--- src/rtl/pflist_pkg.sv ---
package pflist_pkg;

    localparam int unsigned PFL_ADDR_W = 32;
    localparam int unsigned PFL_UF_W   = 3;
    localparam int unsigned PFL_OFS_W  = 10;

    typedef enum logic [1:0] {
        FETCH_NONE  = 2'd0,
        FETCH_WRAP  = 2'd1,
        FETCH_START = 2'd2
    } fetch_cause_e;

endpackage

--- src/rtl/pflist_index_ctr.sv ---
module pflist_index_ctr #(
    parameter int unsigned UF_W  = pflist_pkg::PFL_UF_W,
    parameter int unsigned OFS_W = pflist_pkg::PFL_OFS_W,
    localparam int unsigned IDX_W = UF_W + OFS_W + 1
) (
    input  logic             clk,
    input  logic             rst_n,
    input  logic             run_i,
    input  logic             tick_i,
    input  logic             wr_i,
    input  logic [IDX_W-1:0] wr_val_i,
    output logic [IDX_W-1:0] idx_o,
    output logic             adv_o,
    output logic             uf_carry_o,
    output logic             top_carry_o
);

    typedef struct packed {
        logic [IDX_W-1:0] idx;
    } ctr_state_t;

    ctr_state_t st_d, st_q;

    always_comb begin
        st_d        = st_q;
        adv_o       = run_i && tick_i;
        uf_carry_o  = adv_o && (st_q.idx[UF_W-1:0] == {UF_W{1'b1}});
        top_carry_o = adv_o && (st_q.idx[IDX_W-2:0] == {(IDX_W-1){1'b1}});
        if (adv_o) begin
            st_d.idx = st_q.idx + 1'b1;
        end else if (wr_i && !run_i) begin
            st_d.idx = wr_val_i;
        end
    end

    always_ff @(posedge clk or negedge rst_n) begin
        if (!rst_n) begin
            st_q <= '0;
        end else begin
            st_q <= st_d;
        end
    end

    assign idx_o = st_q.idx;

endmodule

--- src/rtl/pflist_event_gen.sv ---
module pflist_event_gen (
    input  logic clk,
    input  logic rst_n,
    input  logic run_i,
    input  logic adv_i,
    input  logic uf_carry_i,
    input  logic top_carry_i,
    output logic fetch_o,
    output logic roll_o
);
    import pflist_pkg::*;

    typedef struct packed {
        logic run;
        logic fetch;
        logic roll;
    } evt_state_t;

    evt_state_t   st_d, st_q;
    fetch_cause_e cause;

    always_comb begin
        if (run_i && !st_q.run) begin
            cause = FETCH_START;
        end else if (adv_i && uf_carry_i) begin
            cause = FETCH_WRAP;
        end else begin
            cause = FETCH_NONE;
        end
        st_d.run   = run_i;
        st_d.fetch = (cause != FETCH_NONE);
        st_d.roll  = top_carry_i;
    end

    always_ff @(posedge clk or negedge rst_n) begin
        if (!rst_n) begin
            st_q <= '0;
        end else begin
            st_q <= st_d;
        end
    end

    assign fetch_o = st_q.fetch;
    assign roll_o  = st_q.roll;

endmodule

--- src/rtl/pflist_addr_fmt.sv ---
module pflist_addr_fmt #(
    parameter int unsigned ADDR_W = pflist_pkg::PFL_ADDR_W,
    parameter int unsigned OFS_W  = pflist_pkg::PFL_OFS_W,
    localparam int unsigned ENTRY_LSB = 2,
    localparam int unsigned BASE_LSB  = OFS_W + ENTRY_LSB
) (
    input  logic              clk,
    input  logic              rst_n,
    input  logic              base_wr_i,
    input  logic [ADDR_W-1:0] base_i,
    input  logic [OFS_W-1:0]  ofs_i,
    output logic [ADDR_W-1:0] entry_addr_o
);

    typedef struct packed {
        logic [ADDR_W-BASE_LSB-1:0] base;
    } base_state_t;

    base_state_t st_d, st_q;

    always_comb begin
        st_d = st_q;
        if (base_wr_i) begin
            st_d.base = base_i[ADDR_W-1:BASE_LSB];
        end
    end

    always_ff @(posedge clk or negedge rst_n) begin
        if (!rst_n) begin
            st_q <= '0;
        end else begin
            st_q <= st_d;
        end
    end

    assign entry_addr_o = {st_q.base, ofs_i, {ENTRY_LSB{1'b0}}};

endmodule

--- src/rtl/pflist_addr_gen.sv ---
module pflist_addr_gen #(
    parameter int unsigned ADDR_W = pflist_pkg::PFL_ADDR_W,
    parameter int unsigned UF_W   = pflist_pkg::PFL_UF_W,
    parameter int unsigned OFS_W  = pflist_pkg::PFL_OFS_W,
    localparam int unsigned IDX_W = UF_W + OFS_W + 1
) (
    input  logic              clk,
    input  logic              rst_n,
    input  logic              run_i,
    input  logic              uframe_tick_i,
    input  logic              base_wr_i,
    input  logic [ADDR_W-1:0] base_i,
    input  logic              idx_wr_i,
    input  logic [IDX_W-1:0]  idx_i,
    output logic [IDX_W-1:0]  count_o,
    output logic [UF_W-1:0]   uframe_o,
    output logic [ADDR_W-1:0] entry_addr_o,
    output logic              fetch_o,
    output logic              roll_o
);

    logic adv, uf_carry, top_carry;

    pflist_index_ctr #(
        .UF_W  (UF_W),
        .OFS_W (OFS_W)
    ) u_ctr (
        .clk         (clk),
        .rst_n       (rst_n),
        .run_i       (run_i),
        .tick_i      (uframe_tick_i),
        .wr_i        (idx_wr_i),
        .wr_val_i    (idx_i),
        .idx_o       (count_o),
        .adv_o       (adv),
        .uf_carry_o  (uf_carry),
        .top_carry_o (top_carry)
    );

    pflist_event_gen u_evt (
        .clk         (clk),
        .rst_n       (rst_n),
        .run_i       (run_i),
        .adv_i       (adv),
        .uf_carry_i  (uf_carry),
        .top_carry_i (top_carry),
        .fetch_o     (fetch_o),
        .roll_o      (roll_o)
    );

    pflist_addr_fmt #(
        .ADDR_W (ADDR_W),
        .OFS_W  (OFS_W)
    ) u_addr (
        .clk          (clk),
        .rst_n        (rst_n),
        .base_wr_i    (base_wr_i),
        .base_i       (base_i),
        .ofs_i        (count_o[UF_W+OFS_W-1:UF_W]),
        .entry_addr_o (entry_addr_o)
    );

    assign uframe_o = count_o[UF_W-1:0];

endmodule

--- config.mk ---
export PLATFORM = sky130hd
export DESIGN_NAME = pflist_addr_gen
export DESIGN_NICKNAME = d
export VERILOG_FILES = /design/src/rtl/pflist_pkg.sv /design/src/rtl/pflist_index_ctr.sv /design/src/rtl/pflist_event_gen.sv /design/src/rtl/pflist_addr_fmt.sv /design/src/rtl/pflist_addr_gen.sv
export SDC_FILE = /design/constraint.sdc
export NUM_CORES = 1
export LEC_CHECK = 0
export BUFFER_PORTS_ARGS = -buffer_cell sky130_fd_sc_hd__buf_2
export CAP_MARGIN = 30
export CORE_UTILIZATION = 47
export DETAILED_ROUTE_END_ITERATION = 6
export GPL_ROUTABILITY_DRIVEN = 0
export PLACE_DENSITY_LB_ADDON = 0.2
export SLEW_MARGIN = 15
export SYNTH_ARGS = -nofsm -noshare
export SYNTH_HDL_FRONTEND = slang
export SYNTH_SLANG_ARGS = --single-unit
--- constraint.sdc ---
create_clock -name clk -period 3.95 [get_ports clk]
set_input_delay 0.9875 -clock clk [delete_from_list [all_inputs] [get_ports clk]]
set_output_delay 0.9875 -clock clk [all_outputs]
set_load 0.005 [all_outputs]
---- Yosys cells after proc, flatten, opt, wreduce, memory -nomap -nowiden ----
Cells that the tools add are included.
W data, S select, Z words.
word-level totals
  bits in registers ....................... 37
  bits in latches ......................... 0
  bits in writable memories ............... 0
  ROM bits ................................ 0
  input bits .............................. 52
  output and inout port bits .............. 51
  word-level logic and storage cells ...... 22
  memories ................................ 0
cells by class
  add/sub/neg operators ................... 1
  multiply operators ...................... 0
  divide/modulo/power cells ............... 0
  $lt $le $gt $ge ......................... 0
  equal/unequal tests ..................... 2
  shifts and indexed selects .............. 0
  mux-type cells .......................... 4
  bitwise operators ....................... 0
  reduce and logical (&&, ||, !) cells .... 10
operators with widths
  kind                     count
  $mux W14                 2
  $add A14 B1 Y14 const B  1
  $eq A13 B13 Y1 const B   1
  $logic_and A1 B1 Y1      6
  $reduce_bool A2 Y1       2
  $eq A3 B3 Y1 const B     1
  $logic_not A1 Y1         2
  $mux W2                  1
  $mux W1                  1

---- Logic depth before layout (Yosys ltp) ----
  depth after elaboration ................. 6
  gate-level depth with buffers ........... 5
  mapped depth without buffers ............ 5

---- Modules after synthesis ----
A second synthesis with hierarchy kept.
second synthesis, totals
  cells, all modules ...................... 159
  area, all modules ....................... 1866.8 sq um
modules (own cells, without submodules)
  module            instances  cells each  area an instance (sq um)  seq. area each (sq um)
  pflist_addr_fmt   1          55          917.1                     500.5
  pflist_index_ctr  1          95          835.8                     350.3
  pflist_event_gen  1          6           91.3                      75.1
  pflist_addr_gen   1          3           22.5                      0.0

---- Worst setup path after synthesis ----
OpenSTA, ideal clock, no wires.
  path type ............................... input port to flip-flop
  start point ............................. input port base_wr_i
  end point ............................... register u_addr.st_q[0] (netlist name)
  data arrival time ....................... 1.670 ns
  slack ................................... 2.155 ns
  stages .................................. 2
  cells stage by stage .................... clkbuf_1 > mux2_2
RTL lines
  item                  line                   RTL
  start, declared       pflist_addr_gen.sv:11  input logic base_wr_i,
  end signal, assigned  pflist_addr_fmt.sv:32  st_q <= st_d;
  end, declared         pflist_addr_fmt.sv:19  base_state_t st_d, st_q;
No word-level cell between the ends.

---- Worst setup path after layout ----
  start point ............................. input port run_i
  end point ............................... register u_ctr.st_q, in the netlist u_ctr.idx_o[0]
between the ends
  word-level cells in the longest chain between the ends .. 3
  elaborated cells on any way between the ends .. 5
RTL lines
  item                                 line                    RTL
  start, declared                      pflist_addr_gen.sv:9    input logic run_i,
  $logic_not A1 Y1                     pflist_index_ctr.sv:31  end else if (wr_i && !run_i) begin
  $logic_and A1 B1 Y1                  pflist_index_ctr.sv:31
  $reduce_bool A2 Y1 (no source line)  -
  end signal, assigned                 pflist_index_ctr.sv:40  st_q <= st_d;
  end, declared                        pflist_index_ctr.sv:22  ctr_state_t st_d, st_q;
Several ways; a longest one is shown, not always the timed one.
A chain may end at the register's enable or synchronous reset.

==> reports/qor.yml <==
power:
  power.density_nw_per_um2: 409.1
  p_leak_nw: 1.076
  ir_drop_v: 0.0001951
timing:
  fin_ws_ns: 1.788
  slew_violations: 0
  hold_viol: 0
  rsz0062_at_grt: "false"
  fmax_mhz: 462.4
  finalCritPeriodShare: 0.5475
  setup-tns-final_ns: 0
  min_period_ns: 2.162
  skew_ns: 0.001975
  worst_pin_slew_ns: 0.8809
  max_slew_margin: 0.4115
  setup_viol: 0
placed_design:
  port_buffers: 88
  post-dp-hpwl_um: 2565
  place_inst: 268
  dp_worst_setup_slack_ns: 1.492
global_routing:
  grt_max_degree: 38
  overflow: 0
  grtUsageTotal: 0.1902
  antenna_found_initial: 0
  grt_pass1_wl_um: 5906
  first_global_vias: 1274
worst_hold_path:
  min-delay-start: "u_evt.st_q[2]"
  hold_path_class: "reg2reg"
  hold_depth: 1
  hold_path_end: "u_evt.fetch_o"
floorplan:
  die_area_um2: 4027
  rows: 21
  io_pins: 103
  die_h_um: 63.46
  fp.dieW_um: 63.46
  core_um2: 3468
  start_util: 0.5119
cts:
  cts_buffers: 5
  cts_resized: 0
  path_clk_slew_ns: 0.07
  h-tree-depth: 2
  clock_latency_ns: 0.28
  post-cts-setup-buffer-count: 0
  cts.sinks: 37
  cts_root_buf: "clkbuf_8"
  cts_hold_buf: 0
  cts.path.max_buffers: 2
  cts_tree: "done"
detailed_routing:
  first_iter_violations: 59
  drc: 0
  first_pass_iters: 4
  avgViaCountPerCell: 5.152
  vias: 1422
  wl_um: 3484
  wl_per_cell_um: 12.62
  drtAntennaViolNets: 0
worst_setup_path:
  cp_max_fo: 12
  critPathRequiredTime_ns: 4.12
  crit_start: "run_i"
  start_kind: "input pin"
  reg2reg_from: "u_ctr.idx_o[0]"
  arrival_ns: 2.34
  r2r-end: "u_ctr.idx_o[12]"
  critical_path_class: "in2reg"
  ff2ff_setup_slack_ns: 2.33
  ff2ff_path_depth: 5
  crit_path_end_kind: "flop"
layout:
  fillers: 303
  final_cells: 276
  drive_gt1_frac: 0.5304
  layout.nets: 283
  final_core_util: 0.6382
  antenna_cells: 0
  syn2layout_area_growth_pct: 24.67
yosys:
  yosys.cell_types.count: 36
  netlist_area_um2: 1775
  syn-instance-count: 153
  ys_seq_area_frac: 0.5215
  synth-seq-cells: 37
  avgSynthCellArea_um2: 11.60
  yosys_warnings: 0
job:
  cap_violations: 0
run_status:
  outcome: "finished clean"
[layout by cell type, fill, tap and decap left out, drive strengths merged]
| cell | synthesis | final |
|---|---|---|
| nor2b | 2 | 2 |
| a21oi | 2 | 2 |
| and2 | 2 | 2 |
| o211ai | 2 | 2 |
| buf | 17 | 88 |
| nand2 | 15 | 15 |
| nor2 | 15 | 15 |
| nor3b | 1 | 1 |
| o22ai | 1 | 1 |
| a221oi | 1 | 1 |
| nand4 | 4 | 4 |
| mux2 | 20 | 20 |
| nor3 | 5 | 5 |
| a31oi | 2 | 2 |
| a211oi | 3 | 3 |
| o21ai | 1 | 1 |
| ha | 2 | 2 |
| o221a | 1 | 1 |
| conb | 1 | 2 |
| clkbuf | 3 | 6 |
| a41o | 1 | 1 |
| clkinv | 0 | 2 |
| and4 | 3 | 3 |
| a311oi | 3 | 3 |
| a221o | 1 | 1 |
| nand2b | 1 | 1 |
| a21boi | 1 | 1 |
| dfrtp | 37 | 37 |
| a31o | 1 | 1 |
| o21a | 1 | 1 |
| a21o | 1 | 1 |
| nand3 | 3 | 3 |
[logic make-up (layout without fill, tap and decap cells)]
| kind of cell | after synthesis | count (layout) | synth area share |
|---|---|---|---|
| muxes | 20 | 20 | 0.1269 |
| buffers and inverters | 20 | 96 | 0.08245 |
| AOI/OAI and AO/OA | 22 | 22 | 0.09514 |
| and+or+nand+nor | 51 | 51 | 0.1579 |
| adders and majority gates | 2 | 2 | 0.01409 |
| DFF | 37 | 37 | 0.5215 |
| other | 1 | 2 | 0.002112 |
[critical path: stages]
cell     delay [ns]
buf_2          0.14
nor2b_1        0.69
nor2_1         0.18
a221o_1        0.33
[state kept, by name, indices dropped and copies added, names as in the netlist]
name	count
u_evt.st_q	1
u_evt.roll_o	1
u_evt.fetch_o	1
u_addr.st_q	20
u_ctr.idx_o	14
[synth_stat cells, drive strengths merged]
| library cell | number | area share |
|---|---|---|
| dfrtp | 37 | 0.52 |
| mux2 | 20 | 0.13 |
| buf | 17 | 0.076 |
| nand2 | 15 | 0.032 |
| nor2 | 15 | 0.032 |
| nor3 | 5 | 0.020 |
| nand4 | 4 | 0.014 |
| a211oi | 3 | 0.013 |
| a311oi | 3 | 0.015 |
| and4 | 3 | 0.016 |
| clkbuf | 3 | 0.0063 |
| nand3 | 3 | 0.016 |
| a21oi | 2 | 0.0056 |
| a31oi | 2 | 0.0070 |
| and2 | 2 | 0.0078 |
| ha | 2 | 0.014 |
| nor2b | 2 | 0.0070 |
| o211ai | 2 | 0.0085 |
| a21boi | 1 | 0.0042 |
| a21o | 1 | 0.0042 |
| a221o | 1 | 0.0056 |
| a221oi | 1 | 0.0049 |
| a31o | 1 | 0.0049 |
| a41o | 1 | 0.0056 |
| conb | 1 | 0.0021 |
| nand2b | 1 | 0.0035 |
| nor3b | 1 | 0.011 |
| o21a | 1 | 0.0042 |
| o21ai | 1 | 0.0028 |
| o221a | 1 | 0.0063 |
| o22ai | 1 | 0.0035 |
[worst max-delay path by stage]
stage | endpoint | slack [ns]
detailed placement | u_ctr.idx_o[0] | 1.49
finish | u_ctr.idx_o[0] | 1.79
CTS | u_ctr.idx_o[0] | 1.79
global placement | u_ctr.idx_o[0] | 1.50
global route | u_ctr.idx_o[0] | 1.67
floorplan | u_addr.st_q[0] | 2.16
[power by group]
| part | switching, mW | total, mW | internal (mW) | leakage (nW) |
|---|---|---|---|---|
| combinational | 0.0870 | 0.190 | 0.103 | 0.599 |
| clock | 0.126 | 0.248 | 0.122 | 0.0450 |
| sequential | 0.0447 | 0.468 | 0.423 | 0.432 |
[layer usage]
layer | vias up | GRT usage | share of wire
li1 | 687 | - | -
met1 | 658 | 0.2562 | 0.46
met2 | 71 | 0.2912 | 0.45
met3 | 6 | 0.06522 | 0.081
met4 | 0 | 0.05114 | 0.013
met5 | - | 0 | 0
[area by class of cell]
cell class	count	area, µm²	area share
Tap cell	46	57.56	0.02600
Clock buffer	6	72.57	0.03279
Sequential cell	37	925.9	0.4183
Timing Repair Buffer	88	440.4	0.1990
Clock inverter	2	10.01	0.004522
Multi-Input combinational cell	97	706.9	0.3194
[stage by stage]
stage | cell area [µm²] | total power, mW | hold slack (ns)
final | 2213 | 0.9056 | 0.4373
after global routing | 2213 | 0.9652 | 0.4853
after CTS | 2213 | 0.9177 | 0.4443
after detailed placement | 2131 | 0.6669 | 0.4313
after global placement | 2131 | 0.6628 | 0.4167
after floorplan | 1779 | 0.5905 | 0.4041
(Power assumes the default switching activity.)
